`src/rtl/pwrkey_pkg.sv`:
```
package pwrkey_pkg;
  // Positions of the sampled input levels
  localparam int EVT_N  = 4;
  localparam int E_BTN  = 0;
  localparam int E_LID  = 1;
  localparam int E_WARM = 2;
  localparam int E_S3   = 3;

  // Positions of the millisecond timers
  localparam int TMR_N   = 4;
  localparam int T_BOOT  = 0;
  localparam int T_SHUT  = 1;
  localparam int T_REL   = 2;
  localparam int T_PULSE = 3;
endpackage

```
`src/rtl/pwrkey_sampler.sv`:
```
module pwrkey_sampler #(
  parameter int W = 4
) (
  input  logic         clk,
  input  logic         rst,
  input  logic [W-1:0] lvl,
  output logic [W-1:0] prev
);
  // One register per level; the action stage compares against it for edges
  for (genvar g = 0; g < W; g++) begin : g_bit
    always_ff @(posedge clk) begin
      if (rst) prev[g] <= 1'b0;
      else     prev[g] <= lvl[g];
    end
  end
endmodule

```
`src/rtl/pwrkey_timer.sv`:
```
module pwrkey_timer #(
  parameter int unsigned LIMIT = 10
) (
  input  logic clk,
  input  logic rst,
  input  logic tick,
  input  logic arm,
  input  logic cancel,
  output logic active,
  output logic expire
);
  localparam int unsigned CW = (LIMIT < 2) ? 1 : $clog2(LIMIT);
  localparam logic [CW-1:0] LAST = CW'(LIMIT - 1);

  logic [CW-1:0] cnt;

  always_ff @(posedge clk) begin
    if (rst) begin
      active <= 1'b0;
      expire <= 1'b0;
      cnt    <= '0;
    end else begin
      expire <= 1'b0;
      if (cancel) begin
        active <= 1'b0;
      end else if (arm) begin
        active <= 1'b1;
        cnt    <= '0;
      end else if (active && tick) begin
        if (cnt == LAST) begin
          active <= 1'b0;
          expire <= 1'b1;
        end else begin
          cnt <= cnt + 1'b1;
        end
      end
    end
  end
endmodule

```
`src/rtl/pwrkey_action.sv`:
```
module pwrkey_action
  import pwrkey_pkg::*;
(
  input  logic             clk,
  input  logic             rst,
  input  logic             sys_off,
  input  logic [EVT_N-1:0] lvl,
  input  logic [EVT_N-1:0] prev,
  input  logic [TMR_N-1:0] tmr_active,
  input  logic [TMR_N-1:0] tmr_expire,
  output logic [TMR_N-1:0] tmr_arm,
  output logic [TMR_N-1:0] tmr_cancel,
  output logic             boot_req,
  output logic             sys_rst_l,
  output logic             pmic_en_l
);
  logic btn_rise, btn_fall, lid_rise, warm_rise, s3_rise;
  logic force_now, boot_btn, boot_now;
  logic rst_hold, rst_hold_next;

  assign btn_rise  = lvl[E_BTN]  & ~prev[E_BTN];
  assign btn_fall  = ~lvl[E_BTN] &  prev[E_BTN];
  assign lid_rise  = lvl[E_LID]  & ~prev[E_LID];
  assign warm_rise = lvl[E_WARM] & ~prev[E_WARM];
  assign s3_rise   = lvl[E_S3]   & ~prev[E_S3];

  // Shutdown on hold expiry, or at once when S3 is entered during a hold
  assign force_now = tmr_expire[T_SHUT] |
                     (s3_rise & lvl[E_BTN] & tmr_active[T_SHUT]);
  assign boot_btn  = tmr_expire[T_BOOT];
  assign boot_now  = boot_btn | (lid_rise & sys_off);

  always_comb begin
    tmr_arm    = '0;
    tmr_cancel = '0;
    tmr_arm[T_BOOT]     = btn_rise & sys_off;
    tmr_cancel[T_BOOT]  = btn_fall & tmr_active[T_BOOT];
    tmr_arm[T_SHUT]     = btn_rise;
    tmr_cancel[T_SHUT]  = btn_fall | force_now;
    tmr_arm[T_REL]      = force_now;
    tmr_cancel[T_REL]   = boot_btn & ~force_now & tmr_active[T_REL];
    // Requests during the pulse, or in its closing cycle, are dropped
    tmr_arm[T_PULSE]    = warm_rise & ~tmr_active[T_PULSE] & ~tmr_expire[T_PULSE];
    tmr_cancel[T_PULSE] = 1'b0;
  end

  always_comb begin
    if (force_now)     rst_hold_next = 1'b1;
    else if (boot_now) rst_hold_next = 1'b0;
    else               rst_hold_next = rst_hold;
  end

  always_ff @(posedge clk) begin
    if (rst) begin
      boot_req  <= 1'b0;
      rst_hold  <= 1'b0;
      sys_rst_l <= 1'b1;
      pmic_en_l <= 1'b1;
    end else begin
      boot_req  <= boot_now;
      rst_hold  <= rst_hold_next;
      sys_rst_l <= ~(rst_hold_next | tmr_arm[T_PULSE] | tmr_active[T_PULSE]);
      if (force_now)
        pmic_en_l <= 1'b0;
      else if (boot_btn | tmr_expire[T_REL])
        pmic_en_l <= 1'b1;
    end
  end
endmodule

```
`src/rtl/pwrkey_shutdown_ctrl.sv`:
```
module pwrkey_shutdown_ctrl
  import pwrkey_pkg::*;
#(
  parameter int unsigned BOOT_HOLD_MS     = 10,
  parameter int unsigned SHUTDOWN_HOLD_MS = 8000,
  parameter int unsigned PMIC_RELEASE_MS  = 9000,
  parameter int unsigned RESET_PULSE_MS   = 50
) (
  input  logic clk,
  input  logic rst,
  input  logic btn_pressed,
  input  logic lid_open,
  input  logic warm_rst_req,
  input  logic sys_off,
  input  logic enter_s3,
  input  logic ms_tick,
  output logic boot_req,
  output logic sys_rst_l,
  output logic pmic_en_l
);
  localparam int unsigned LIMS [TMR_N] =
    '{BOOT_HOLD_MS, SHUTDOWN_HOLD_MS, PMIC_RELEASE_MS, RESET_PULSE_MS};

  logic [EVT_N-1:0] lvl, prev;
  logic [TMR_N-1:0] tmr_arm, tmr_cancel, tmr_active, tmr_expire;

  always_comb begin
    lvl         = '0;
    lvl[E_BTN]  = btn_pressed;
    lvl[E_LID]  = lid_open;
    lvl[E_WARM] = warm_rst_req;
    lvl[E_S3]   = enter_s3;
  end

  pwrkey_sampler #(.W(EVT_N)) u_sampler (
    .clk  (clk),
    .rst  (rst),
    .lvl  (lvl),
    .prev (prev)
  );

  for (genvar g = 0; g < TMR_N; g++) begin : g_tmr
    pwrkey_timer #(.LIMIT(LIMS[g])) u_tmr (
      .clk    (clk),
      .rst    (rst),
      .tick   (ms_tick),
      .arm    (tmr_arm[g]),
      .cancel (tmr_cancel[g]),
      .active (tmr_active[g]),
      .expire (tmr_expire[g])
    );
  end

  pwrkey_action u_action (
    .clk        (clk),
    .rst        (rst),
    .sys_off    (sys_off),
    .lvl        (lvl),
    .prev       (prev),
    .tmr_active (tmr_active),
    .tmr_expire (tmr_expire),
    .tmr_arm    (tmr_arm),
    .tmr_cancel (tmr_cancel),
    .boot_req   (boot_req),
    .sys_rst_l  (sys_rst_l),
    .pmic_en_l  (pmic_en_l)
  );
endmodule

```
`config.mk`:
```
export PLATFORM = sky130hd
export DESIGN_NAME = pwrkey_shutdown_ctrl
export DESIGN_NICKNAME = d
export VERILOG_FILES = /design/src/rtl/pwrkey_pkg.sv /design/src/rtl/pwrkey_sampler.sv /design/src/rtl/pwrkey_timer.sv /design/src/rtl/pwrkey_action.sv /design/src/rtl/pwrkey_shutdown_ctrl.sv
export SDC_FILE = /design/constraint.sdc
export NUM_CORES = 1
export LEC_CHECK = 0
export BUFFER_PORTS_ARGS = -buffer_cell sky130_fd_sc_hd__buf_2
export CAP_MARGIN = 20
export CELL_PAD_IN_SITES_DETAIL_PLACEMENT = 0
export CELL_PAD_IN_SITES_GLOBAL_PLACEMENT = 1
export CORE_UTILIZATION = 40
export CTS_CLUSTER_SIZE = 12
export DETAILED_ROUTE_END_ITERATION = 8
export GPL_ROUTABILITY_DRIVEN = 0
export PLACE_DENSITY_LB_ADDON = 0.1
export SYNTH_ARGS = -nofsm -noshare
export SYNTH_HDL_FRONTEND = slang
export SYNTH_SLANG_ARGS = --single-unit
```
`constraint.sdc`:
```
create_clock -name clk -period 5.3 [get_ports clk]
set_input_delay 1.06 -clock clk [delete_from_list [all_inputs] [get_ports clk]]
set_output_delay 1.06 -clock clk [all_outputs]
set_load 0.01 [all_outputs]
```
# After elaboration in Yosys (flattened, before gate mapping)
# Cells that the tools add are included.
word_totals:
  regBits: 53
  inputBits: 8
  wordCells: 126
classes:
  n_addsub: 4
  eq_ne: 7
  n_mux: 29
  n_bitwise: 37
  n_reduce_logical: 29
ops:
  columns: ["operator", "count"]
  rows:
  - ["two-way mux 14 bit", 3]
  - ["two-way mux 13 bit", 3]
  - ["two-way mux 1 bit", 20]
  - ["nonzero test 2 bit", 9]
  - ["inverter 1 bit", 17]
  - ["adder 14 x 1 -> 14 bit (second input constant)", 1]
  - ["bitwise AND 1 bit", 14]
  - ["== test 14 bit (second input constant)", 1]
  - ["adder 13 x 1 -> 13 bit (second input constant)", 1]
  - ["== test 13 bit (second input constant)", 1]
  - ["two-way mux 4 bit", 3]
  - ["OR reduction 4 bit", 3]
  - ["AND reduction 2 bit", 5]
  - ["AND reduction 3 bit", 3]
  - ["OR reduction 2 bit", 4]
  - ["adder 6 x 1 -> 6 bit (second input constant)", 1]
  - ["== test 6 bit (second input constant)", 1]
  - ["inequality test 2 x 1 -> 1 bit (second input constant)", 3]
  - ["bitwise OR 1 bit", 6]
  - ["adder 4 x 1 -> 4 bit (second input constant)", 1]
  - ["== test 4 bit (second input constant)", 1]
  - ["logical AND 1 bit", 4]
  - ["OR reduction 3 bit", 1]

# Longest topological paths before layout
# Gate-level depths: netlist of run 1.
logic_depth:
  ltp_word: 10
  ltp_mapped: 7

# By module
# A second synthesis of run 1 with hierarchy kept.
hier_totals:
  hier_cells: 356
  hier_area_um2: 2984.1
by_module_without_submodules:
  columns: ["module", "n_inst", "cells_per_inst", "area_each_um2", "seq_area_each_um2"]
  rows:
  - ["pwrkey_timer (g_tmr[2].u_tmr)", 1, 121, 963.4, 320.3]
  - ["pwrkey_timer (g_tmr[1].u_tmr)", 1, 114, 878.3, 300.3]
  - ["pwrkey_timer (g_tmr[3].u_tmr)", 1, 48, 439.2, 160.2]
  - ["pwrkey_timer (g_tmr[0].u_tmr)", 1, 38, 361.6, 120.1]
  - ["pwrkey_action", 1, 27, 236.5, 80.1]
  - ["pwrkey_sampler", 1, 8, 105.1, 80.1]

# Worst setup path after synthesis of run 1
# Ideal clock, no wire load.
synth_path:
  path_type: "input to register"
  start: "in btn_pressed"
  end: "reg g_tmr[1].u_tmr.cnt[9]"
  setup_time_ns: 0.074
  arrival_ns: 2.628
  path_slack_ns: 2.598
  stages: 5
  path_cell_list: "and4b_1 -> or3_4 -> or4_4 -> or3_1 -> a31oi_1"
synth_via:
  elab_chain_cells: 6
  word_cells_on_any_way: 12
synth_lines:
  columns: ["item", "line_no", "source"]
  rows:
  - ["start: declaration", "pwrkey_shutdown_ctrl.sv:11", "input logic btn_pressed,"]
  - ["bitwise AND 1 bit (2 in series)", "pwrkey_action.sv:29", "(s3_rise & lvl[E_BTN] & tmr_active[T_SHUT]);"]
  - ["bitwise OR 1 bit", "pwrkey_action.sv:28", "assign force_now = tmr_expire[T_SHUT] |"]
  - ["bitwise OR 1 bit", "pwrkey_action.sv:39", "tmr_cancel[T_SHUT] = btn_fall | force_now;"]
  - ["inverter 1 bit (no line)", null, null]
  - ["AND reduction 3 bit (no line)", null, null]
  - ["end signal: assignment", "pwrkey_timer.sv:34", "cnt <= cnt + 1'b1;"]
  - ["end: declaration", "pwrkey_timer.sv:15", "logic [CW-1:0] cnt;"]
# Parallel ways exist; a longest one is shown, timed or not.
# A chain may end at the register's enable or synchronous reset.

# Final worst setup path of run 1
layout_path:
  start: "in btn_pressed"
  end: "reg g_tmr[1].u_tmr.cnt[7]"
# Same word-level chain as after synthesis.

==> reports/results.ini, run 1 <==
[worst_setup_path]
cp-end-kind = flop
arrival_ns = 2.91
path_max_fanout = 12
r2r_slack_ns = 2.94
critPathLaunchType = primary input
crit_type = primary input to flop
cp.required_ns = 5.47

[global_route]
first_global_vias = 1777
grt_antenna_before_repair = 0
globalRouteMet3Util_pct = 3.864
top_usage_layer = met2
gr-usage-met1_pct = 23.13
gr-usage-met2_pct = 24.58
grt_util_all_layers_pct = 16.62
grt_max_degree = 31
grt.overflow.total = 0
grt_first_pass_wirelength_mm = 8.355

[timing]
fin_crit_ns = 2.745
finalCritPeriodShare_pct = 51.79
timing.final.max_slew_violations = 0
hold-worst-slack_ns = 0.4667
setup_violations = 0
worst_slew_pin_slew_ns = 0.8572
finalSetupTns_ns = 0
timing.max_slew.rel_slack_pct = 42.47
rsz0062_at_grt = no
max_freq_mhz = 364.3
finalClockSkew_ns = 0.009708
hold_violations = 0

[floorplan]
ioPinCount = 11
dieHeight_um = 80.38
die_area_mm2 = 0.006461
die_w_um = 80.38
rows = 28
start_util_pct = 41.50
core_region_area_mm2 = 0.005921

[logic_synthesis]
ys_seq_elements = 53
synthesis.yosys.warnings = 0
yosysTopAreaCellShare_pct = 43.18
mappedNetlistNets = 302
netlist_area_mm2 = 0.002457
synth_top_cell_by_area = sky130_fd_sc_hd__dfxtp_1
synth-async-reset-ratio_pct = 0
mapped_cells = 288
ys.flop_type = sky130_fd_sc_hd__dfxtp_1
synth.area.top_cells = sky130_fd_sc_hd__dfxtp_1, sky130_fd_sc_hd__nor2_1, sky130_fd_sc_hd__xor2_1, sky130_fd_sc_hd__nand3_1, sky130_fd_sc_hd__nand2_1
seq_area_frac_synth_pct = 43.18
synth-edff-count = 0
synth_area_per_cell_um2 = 8.532
post_synth_num_cell_types = 48

[placement]
io_buffers = 10
dpl.hpwl_mm = 3.274

[route]
drc = 0
final_antenna_net_count = 0
detailroute.via_count = 1999
vias_per_cell = 5.403
detailed_router_s_first_iteration_violation_count = 81
detail_route.wl_per_cell_um = 12.93
postRouteWirelength_mm = 4.783
drt_pre_antenna_iters = 5

[power]
finalPower_uw = 681.4
total_power_per_unit_cell_area_mw_per_mm2 = 257.5
worst_ir_drop_vdd_mv = 0.1092
leakage_uw = 0.0009103

[final_layout]
nNetsFinal = 308
post_route_cells_drive_above_1_share_pct = 7.797
antenna-diode-count = 0
fillCellCount = 601
fin_util_pct = 44.70
area.growth.synth_to_final_pct = 7.688

[clocking]
post-cts-setup-buffers = 0
cts_max_path_buffers = 2
clk-insertion-delay-late_ns = 0.31
cts_inserted_buffers = 5
htreeDepth = 2
cts_tree = yes
cts.hold.buffers_added = 0
ctsRootBufferMaster = sky130_fd_sc_hd__clkbuf_8
cts-resized-gates = 0
clkSlewWorstSetupHoldPaths_ns = 0.10
cts_num_sinks = 53

[worst_hold_path]
hold_class = flop to flop

[job]
max_cap_violations = 0

[run_status]
status = finished clean

-- path summary, 6_finish.rpt --
kind                                      start                            endpoint  cells after the start
max                                 btn_pressed  g_tmr[1].u_tmr.cnt[7]$_SDFFE_PP0P_                      6
min          g_tmr[0].u_tmr.active$_SDFFE_PP0P_    g_tmr[0].u_tmr.expire$_SDFF_PP0_                      2
max reg2reg  g_tmr[1].u_tmr.cnt[8]$_SDFFE_PP0P_  g_tmr[1].u_tmr.cnt[7]$_SDFFE_PP0P_                      5
min reg2reg  g_tmr[0].u_tmr.active$_SDFFE_PP0P_    g_tmr[0].u_tmr.expire$_SDFF_PP0_                      2
-- cells by family (layout without fill, tap and decap cells) --
logic type	Yosys count	after routing	synth area share (%)
AOI/OAI and AO/OA	42	42	10.44
xor gates and xnor gates	18	18	6.415
adders and majority gates	6	6	3.055
buffers and inverters	18	25	2.801
DFF	53	53	43.18
muxes	1	1	0.4073
and+or+nand+nor	150	150	33.71
-- cells in the final DEF (no fill, tap or decap), types with 3 or more instances in the layout --
| master | n |
|---|---|
| sky130_fd_sc_hd__nand2_1 | 21 |
| sky130_fd_sc_hd__nor2b_1 | 6 |
| sky130_fd_sc_hd__a31oi_1 | 9 |
| sky130_fd_sc_hd__nand3b_1 | 4 |
| sky130_fd_sc_hd__ha_1 | 6 |
| sky130_fd_sc_hd__or3_1 | 9 |
| sky130_fd_sc_hd__nor2_1 | 36 |
| sky130_fd_sc_hd__and3_1 | 6 |
| sky130_fd_sc_hd__a21oi_1 | 13 |
| sky130_fd_sc_hd__clkbuf_8 | 5 |
| sky130_fd_sc_hd__nand3_1 | 17 |
| sky130_fd_sc_hd__o21ai_0 | 7 |
| sky130_fd_sc_hd__and4_1 | 4 |
| sky130_fd_sc_hd__or2_2 | 3 |
| sky130_fd_sc_hd__nand4_1 | 10 |
| sky130_fd_sc_hd__nor3_1 | 11 |
| sky130_fd_sc_hd__dfxtp_1 | 53 |
| sky130_fd_sc_hd__and3b_1 | 4 |
| sky130_fd_sc_hd__xor2_1 | 12 |
| sky130_fd_sc_hd__nor4b_1 | 3 |
| sky130_fd_sc_hd__xnor2_1 | 6 |
| sky130_fd_sc_hd__buf_2 | 10 |
| sky130_fd_sc_hd__inv_1 | 7 |
-- cell type report --
class                      instances  area, um^2  share of cell area, %
tap                               75       93.84                  3.546
multi-input combinational        217        1328                  50.17
clock buffer                       6       72.57                  2.742
clock inverter                     2       15.01                 0.5674
timing repair buffer              10       50.05                  1.891
sequential                        53        1061                  40.09
inverter                           7       26.28                 0.9929
-- where the power goes --
group / internal (uW) / total (uW) / switching [uW]
registers: 405 / 410 / 4.79
clock network: 93.4 / 226 / 133
logic: 16.0 / 45.1 / 29.1
-- worst max-delay path: stages --
cell and delay [ns]:
sky130_fd_sc_hd__buf_2 0.13, sky130_fd_sc_hd__or2b_1 0.36, sky130_fd_sc_hd__a2111oi_0 0.55, sky130_fd_sc_hd__o21ai_1 0.45
sky130_fd_sc_hd__o21ai_0 0.27, sky130_fd_sc_hd__a21oi_1 0.08
-- flip-flops by register name, summed over array words and instances, names as in the netlist --
name / count
u_action.pmic_en_l: 1
u_action.sys_rst_l: 1
g_tmr.u_tmr.expire: 4
g_tmr.u_tmr.cnt: 37
u_sampler.prev: 4
u_action.boot_req: 1
g_tmr.u_tmr.active: 4
u_action.rst_hold: 1
-- cells in the mapped netlist (2+ instances only) --
library cell,count
sky130_fd_sc_hd__or3_1,9
sky130_fd_sc_hd__a41oi_1,2
sky130_fd_sc_hd__nor3_1,11
sky130_fd_sc_hd__and4_1,4
sky130_fd_sc_hd__nor2_1,36
sky130_fd_sc_hd__xnor2_1,6
sky130_fd_sc_hd__inv_1,7
sky130_fd_sc_hd__nand4_1,10
sky130_fd_sc_hd__a21o_1,2
sky130_fd_sc_hd__and3b_1,4
sky130_fd_sc_hd__nand3b_1,4
sky130_fd_sc_hd__or2_2,3
sky130_fd_sc_hd__ha_1,6
sky130_fd_sc_hd__nand3_1,17
sky130_fd_sc_hd__dfxtp_1,53
sky130_fd_sc_hd__nand2_1,21
sky130_fd_sc_hd__a31oi_1,9
sky130_fd_sc_hd__o21ai_0,7
sky130_fd_sc_hd__a21oi_1,13
sky130_fd_sc_hd__clkbuf_1,10
sky130_fd_sc_hd__nor4_1,2
sky130_fd_sc_hd__nand4b_1,2
sky130_fd_sc_hd__and3_1,6
sky130_fd_sc_hd__xor2_1,12
sky130_fd_sc_hd__nand2b_1,2
sky130_fd_sc_hd__nor4b_1,3
sky130_fd_sc_hd__nor2b_1,6
-- metal layers --
metal  part of all wire [%]  vias to the layer above
li1                       -                     1043
met1                     53                      922
met2                     42                       28
met3                    3.4                        6
met4                    1.6                        0
met5                      0                        -
-- stage by stage --
stage	cells	setup slack, ns	cell area (um^2)
6_report	370	2.555	2646
5_1_grt	370	2.304	2646
4_1_cts	370	2.573	2646
3_5_place_dp	362	2.256	2559
3_3_place_gp	362	2.315	2559
2_1_floorplan	288	2.598	2457
Power figures use the tool's default switching activity.
==> run 2: changes to the inputs <==
==> constraint.sdc (replaced) <==
create_clock -name clk -period 2.5 [get_ports clk]
set_input_delay 0.5 -clock clk [delete_from_list [all_inputs] [get_ports clk]]
set_output_delay 0.5 -clock clk [all_outputs]
set_load 0.01 [all_outputs]
==> run 2 against run 1 <==
  * Core utilization up 1.3 points
  * Clock-buffer cell count shrank 1
  * Clock power increased by 130%
  * Sequential share of layout area is 1.1 points lower
  * Clock skew shrank 0.0037 ns
  * Critical path type is now flop to flop
  * Largest power group unchanged
  * Highest routed layer unchanged
==> reports/results.ini, run 2 (synthesis gave the netlist of run 1 again) <==
[global_route]
grt_util_all_layers_pct = 17.05  ; +0.44 points
grt_antenna_before_repair = 0  ; unchanged
grt_first_pass_wirelength_mm = 8.666  ; +3.7%
grt.overflow.total = 0  ; unchanged
grt_max_degree = 20  ; -35%
first_global_vias = 1827  ; +2.8%

[final_layout]
nNetsFinal = 317  ; +2.9%
antenna-diode-count = 0  ; unchanged
mostFrequentLayoutCells = sky130_fd_sc_hd__dfxtp_1, sky130_fd_sc_hd__nor2_1, sky130_fd_sc_hd__nand2_1, sky130_fd_sc_hd__nand3_1, sky130_fd_sc_hd__a21oi_1
final_common_cell = sky130_fd_sc_hd__dfxtp_1
post_route_cells_drive_above_1_share_pct = 10.86  ; +3.1 points
area.growth.synth_to_final_pct = 10.74
largest_register_ff_count = 37  ; unchanged
register_with_the_most_flip_flops = g_tmr.u_tmr.cnt
fin_util_pct = 45.96  ; +1.3 points
fillCellCount = 610  ; +1.5%

[timing]
setup_violations = 0  ; unchanged
finalClockSkew_ns = 0.006023  ; -0.003685 ns
finalCritPeriodShare_pct = 84.39
timing.max_slew.rel_slack_pct = 60.78  ; +18 points
timing.final.max_slew_violations = 0  ; unchanged
hold-worst-slack_ns = 0.4117  ; -0.05496 ns
hold_violations = 0  ; unchanged
worst_slew_pin_slew_ns = 0.5883  ; -0.2689 ns
fin_crit_ns = 2.110
finalSetupTns_ns = 0  ; unchanged
max_freq_mhz = 474.0
rsz0062_at_grt = no
finalWorstSetupSlack_ns = 0.3902  ; -2.165 ns

[clocking]
htreeDepth = 2  ; unchanged
cts_num_sinks = 53  ; unchanged
cts_max_path_buffers = 2  ; unchanged
post-cts-setup-buffers = 0  ; unchanged
cts-resized-gates = 0  ; unchanged
cts_inserted_buffers = 5  ; unchanged
clkSlewWorstSetupHoldPaths_ns = 0.11  ; about the same
clk-insertion-delay-late_ns = 0.31  ; about the same
cts.hold.buffers_added = 0  ; unchanged
ctsRootBufferMaster = sky130_fd_sc_hd__clkbuf_8
cts_tree = yes

[route]
detailed_router_s_first_iteration_violation_count = 79  ; -2.5%
detailroute.via_count = 2043  ; +2.2%
postRouteWirelength_mm = 5.028  ; +5.1%
final_antenna_net_count = 0  ; unchanged
vias_per_cell = 5.391  ; -0.23%
drc = 0  ; unchanged
detail_route.wl_per_cell_um = 13.27  ; +2.6%
drt_pre_antenna_iters = 4  ; -1

[worst_setup_path]
timing.rr.end = g_tmr[1].u_tmr.cnt[9]$_SDFFE_PP0P_
r2r_slack_ns = 0.39  ; -2.55 ns
critPathLaunchType = flop
ff2ff_path_depth = 5  ; unchanged
worst_r2r_startpoint = g_tmr[1].u_tmr.active$_SDFFE_PP0P_
cp.required_ns = 2.74  ; -2.73 ns
arrival_ns = 2.35  ; -0.56 ns
crit_type = flop to flop
cp-end-kind = flop
path_max_fanout = 4  ; -8

[floorplan]
die_area_mm2 = 0.006461  ; unchanged
rows = 28  ; unchanged
core_region_area_mm2 = 0.005921  ; unchanged
ioPinCount = 11  ; unchanged
die_w_um = 80.38  ; unchanged
start_util_pct = 41.50  ; unchanged
dieHeight_um = 80.38  ; unchanged

[power]
p_comb_share_pct = 7.3  ; +0.7 points
power.switching_fraction_pct = 25.71  ; +1.2 points
total_power_per_unit_cell_area_mw_per_mm2 = 548.2  ; +110%
cell_internal_pwr_uw = 1108  ; +120%
worst_ir_drop_vdd_mv = 0.2772  ; +150%
finalPower_uw = 1492  ; +120%
pwr-share-seq_pct = 58.3  ; -1.9 points
leakage_uw = 0.0009595  ; +5.4%
share_clk_of_total_power_pct = 34.4  ; +1.2 points
power_switching_uw = 383.5  ; +130%

[worst_hold_path]
min_from = lid_open
whs_path_depth = 2  ; unchanged
min_delay_worst_endpoint = u_sampler.prev[1]$_SDFF_PP0_
hold_class = primary input to flop

[placement]
io_buffers = 10  ; unchanged
place_worst_setup_slack_ns = 0.1109  ; -2.145 ns
dpl.hpwl_mm = 3.557  ; +8.6%

[job]
max_cap_violations = 0  ; unchanged

[run_status]
status = finished clean

-- run 2: cell count changes in the layout (fill, tap and decap cells not counted) --
cell | previous run | this run
sky130_fd_sc_hd__buf_4 | 0 | 9
sky130_fd_sc_hd__clkbuf_1 | 1 | 0
sky130_fd_sc_hd__inv_8 | 0 | 1
-- run 2: worst max-delay path, stage by stage (launching register included) --
cell	delay (ns)
sky130_fd_sc_hd__dfxtp_1	0.34
sky130_fd_sc_hd__and4b_1	0.23
sky130_fd_sc_hd__or3_4	0.39
sky130_fd_sc_hd__or4_4	0.55
sky130_fd_sc_hd__or3_1	0.35
sky130_fd_sc_hd__a31oi_1	0.17
-- run 2: how the worst max path moves through the flow --
stage,startpoint,to,depth (start not counted)
3_3_place_gp,btn_pressed,g_tmr[1].u_tmr.cnt[9]$_SDFFE_PP0P_,6
6_report,g_tmr[1].u_tmr.active$_SDFFE_PP0P_,g_tmr[1].u_tmr.cnt[9]$_SDFFE_PP0P_,5
5_1_grt,g_tmr[1].u_tmr.cnt[0]$_SDFFE_PP0P_,g_tmr[1].u_tmr.cnt[12]$_SDFFE_PP0P_,6
2_1_floorplan,btn_pressed,g_tmr[1].u_tmr.cnt[9]$_SDFFE_PP0P_,5
4_1_cts,g_tmr[1].u_tmr.active$_SDFFE_PP0P_,g_tmr[1].u_tmr.cnt[9]$_SDFFE_PP0P_,5
3_5_place_dp,btn_pressed,g_tmr[1].u_tmr.cnt[3]$_SDFFE_PP0P_,6
-- run 2: power by group through the flow --
stage / registers (uW) / clock network, uW / logic [uW]
after global placement: 888 / 0 / 111
after floorplan: 888 / 0 / 70.7
after global routing: 872 / 569 / 124
final: 869 / 513 / 110
after detailed placement: 889 / 0 / 111
after CTS: 870 / 542 / 112
-- run 2: through the flow --
step | area (um^2) | cells
6_report | 2721 | 379
5_1_grt | 2721 | 379
4_1_cts | 2721 | 379
3_5_place_dp | 2626 | 371
3_3_place_gp | 2626 | 371
2_1_floorplan | 2457 | 288
-- run 2: metal layers --
layer	global-route usage (%)	wire length, um	up-vias
met5	0	0	-
met4	6.071	79	0
met3	3.864	181	8
met2	25.25	2156	37
met1	23.94	2610	939
li1	-	-	1059
-- run 2: final cells by class --
| class | instances | area [um^2] | area share [%] |
|---|---|---|---|
| Multi-Input combinational cell | 217 | 1328 | 48.78 |
| Timing Repair Buffer | 19 | 117.6 | 4.322 |
| Inverter | 7 | 26.28 | 0.9655 |
| Sequential cell | 53 | 1061 | 38.99 |
| Clock inverter | 3 | 26.28 | 0.9655 |
| Clock buffer | 5 | 68.82 | 2.529 |
| Tap cell | 75 | 93.84 | 3.448 |
==> run 3: changes to the inputs <==
==> constraint.sdc (replaced) <==
create_clock -name clk -period 1.9 [get_ports clk]
set_input_delay 0.38 -clock clk [delete_from_list [all_inputs] [get_ports clk]]
set_output_delay 0.38 -clock clk [all_outputs]
set_load 0.01 [all_outputs]
==> run 3 against run 2 <==
  * Sequential power increased by 31%
  * Sequential share of layout area decreased by 3.6 points
  * Clock-buffer cell count unchanged
  * Clock skew increased by 0.0021 ns
  * Register-to-register slack got worse by 0.36 ns
  * Hold slack got worse by 0.12 ns
  * Fmax increased by 13%
  * Global-route usage increased by 1.3 points
  * Via count increased by 5.5%
  * Die area unchanged
  * Final area increased by 10%
  * Setup slack got worse by 0.36 ns
  * Highest routed layer unchanged
==> reports/results.ini, run 3 (synthesis gave the netlist of run 1 again) <==
[global_route]
grt_max_degree = 21  ; +5.0%
grt_util_all_layers_pct = 18.39  ; +1.3 points
first_global_vias = 2047  ; +12%
grt_first_pass_wirelength_mm = 9.321  ; +7.6%
grt_antenna_before_repair = 0  ; unchanged
grt.overflow.total = 0  ; unchanged

[power]
worst_ir_drop_vdd_mv = 0.4608  ; +66%
cell_internal_pwr_uw = 1480  ; +34%
power_switching_uw = 506.9  ; +32%
leakage_uw = 0.001127  ; +17%
total_power_per_unit_cell_area_mw_per_mm2 = 660.9  ; +21%
share_clk_of_total_power_pct = 33.9  ; -0.5 points
finalPower_uw = 1987  ; +33%
power.switching_fraction_pct = 25.51  ; -0.20 points
pwr-share-seq_pct = 57.5  ; -0.8 points
p_comb_share_pct = 8.5  ; +1.2 points

[worst_setup_path]
crit_family = simple AND/OR/NAND/NOR gates
worstPathCellList = and4b_1, or3_4, or4_4, or3_1, a31oi_1
critPathLaunchType = flop
ff2ff_path_depth = 5  ; unchanged
cp.required_ns = 2.14  ; -0.60 ns
crit_type = flop to flop
worst_path_largest_cell_delay_ns = 0.44  ; -0.11 ns
cp.depth = 5  ; unchanged
cp_max_delay_cell = sky130_fd_sc_hd__or4_4
path_buf_inv = 0  ; unchanged
cp-end-kind = flop
path_max_fanout = 4  ; unchanged
arrival_ns = 2.11  ; -0.24 ns

[final_layout]
design_area_mm2 = 0.003007  ; +10%
antenna-diode-count = 0  ; unchanged
largest_register_ff_count = 37  ; unchanged
final_common_cell = sky130_fd_sc_hd__dfxtp_1
stdcell_count = 410  ; +8.2%
nNetsFinal = 348  ; +9.8%
mostFrequentLayoutCells = sky130_fd_sc_hd__dfxtp_1, sky130_fd_sc_hd__buf_4, sky130_fd_sc_hd__nor2_1, sky130_fd_sc_hd__nand2_1, sky130_fd_sc_hd__nand3_1
area.growth.synth_to_final_pct = 22.35
register_with_the_most_flip_flops = g_tmr.u_tmr.cnt
post_route_cells_drive_above_1_share_pct = 22.09  ; +11 points

[floorplan]
ioPinCount = 11  ; unchanged
rows = 28  ; unchanged
die_area_mm2 = 0.006461  ; unchanged
die_w_um = 80.38  ; unchanged
dieHeight_um = 80.38  ; unchanged
core_region_area_mm2 = 0.005921  ; unchanged
start_util_pct = 41.50  ; unchanged

[timing]
max_freq_mhz = 535.3  ; +13%
setup_violations = 0  ; unchanged
fin_crit_ns = 1.868  ; -0.2418 ns
finalClockSkew_ns = 0.008167  ; +0.002143 ns
hold_violations = 0  ; unchanged
timing.max_slew.rel_slack_pct = 67.24  ; +6.5 points
worst_slew_pin_slew_ns = 0.4850  ; -0.1033 ns
rsz0062_at_grt = yes
finalCritPeriodShare_pct = 98.32  ; +14 points
timing.final.max_slew_violations = 0  ; unchanged

[placement]
dpl.hpwl_mm = 3.766  ; +5.9%
placedCellCount = 398  ; +7.3%
placed_cell_area_mm2 = 0.002841  ; +8.2%
io_buffers = 10  ; unchanged

[clocking]
clkSlewWorstSetupHoldPaths_ns = 0.11  ; about the same
htreeDepth = 2  ; unchanged
ctsRootBufferMaster = sky130_fd_sc_hd__clkbuf_8
cts_num_sinks = 53  ; unchanged
clk-insertion-delay-late_ns = 0.32  ; about the same
cts_inserted_buffers = 5  ; unchanged
cts_tree = yes
cts_max_path_buffers = 2  ; unchanged
cts.hold.buffers_added = 0  ; unchanged

[worst_hold_path]
whs_path_depth = 2  ; unchanged
hold_class = primary input to flop

[route]
postRouteWirelength_mm = 5.073  ; +0.89%
detail_route.wl_per_cell_um = 12.37  ; -6.7%
vias_per_cell = 5.259  ; -2.4%
final_antenna_net_count = 0  ; unchanged
drt_pre_antenna_iters = 4  ; unchanged
drc = 0  ; unchanged
detailed_router_s_first_iteration_violation_count = 102  ; +29%
detailroute.via_count = 2156  ; +5.5%

[run_status]
status = finished clean

[job]
max_cap_violations = 0  ; unchanged

## run 3: layer usage
layer,GRT usage [%],share of wire [%],up-vias
met3,3.864,2.9,8
li1,-,-,1118
met4,6.429,1.6,0
met5,0,0,-
met1,25.30,51,1008
met2,28.22,44,22
## run 3: layout make-up
class                      count  area (um^2)
multi-input combinational    217         1366
clock inverter                 3        25.02
tap                           75        93.84
clock buffer                   5        68.82
sequential                    53         1064
inverter                       7        26.28
timing repair buffer          50        362.8
fill                         583         2914
## run 3: final timing paths
| check | from | slack, ns | to |
|---|---|---|---|
| max | g_tmr[1].u_tmr.active$_SDFFE_PP0P_ | 0.03 | g_tmr[1].u_tmr.cnt[9]$_SDFFE_PP0P_ |
| min | enter_s3 | 0.29 | u_sampler.prev[3]$_SDFF_PP0_ |
| max reg2reg | g_tmr[1].u_tmr.active$_SDFFE_PP0P_ | 0.03 | g_tmr[1].u_tmr.cnt[9]$_SDFFE_PP0P_ |
| min reg2reg | g_tmr[0].u_tmr.active$_SDFFE_PP0P_ | 0.47 | g_tmr[0].u_tmr.expire$_SDFF_PP0_ |
## run 3: power groups by stage
stage	clock network [uW]	logic, uW	registers, uW
floorplan	0	93.1	1170
global route	747	193	1150
global placement	0	167	1170
detailed placement	0	167	1170
finish	674	170	1140
CTS	703	170	1140
## run 3: per-stage QoR
stage | utilization (%) | TNS (ns) | setup slack (ns) | hold slack, ns
final | 50.78 | 0 | 0.03192 | 0.2943
after global routing | 50.78 | -0.2545 | -0.04806 | 0.3027
after CTS | 50.00 | 0 | 0.003427 | 0.2789
after detailed placement | 47.99 | -1.113 | -0.1890 | 0.4510
after global placement | 47.99 | -1.068 | -0.1556 | 0.4437
after floorplan | - | -0.005203 | -0.001361 | 0.4331
## run 3: what timing repair did
action | in CTS | in global routing
setup buffers | 2 | 2
endpoints found under the setup margin | 4 | 18
gates resized for setup | 4 | 8
pin swaps | 3 | 2
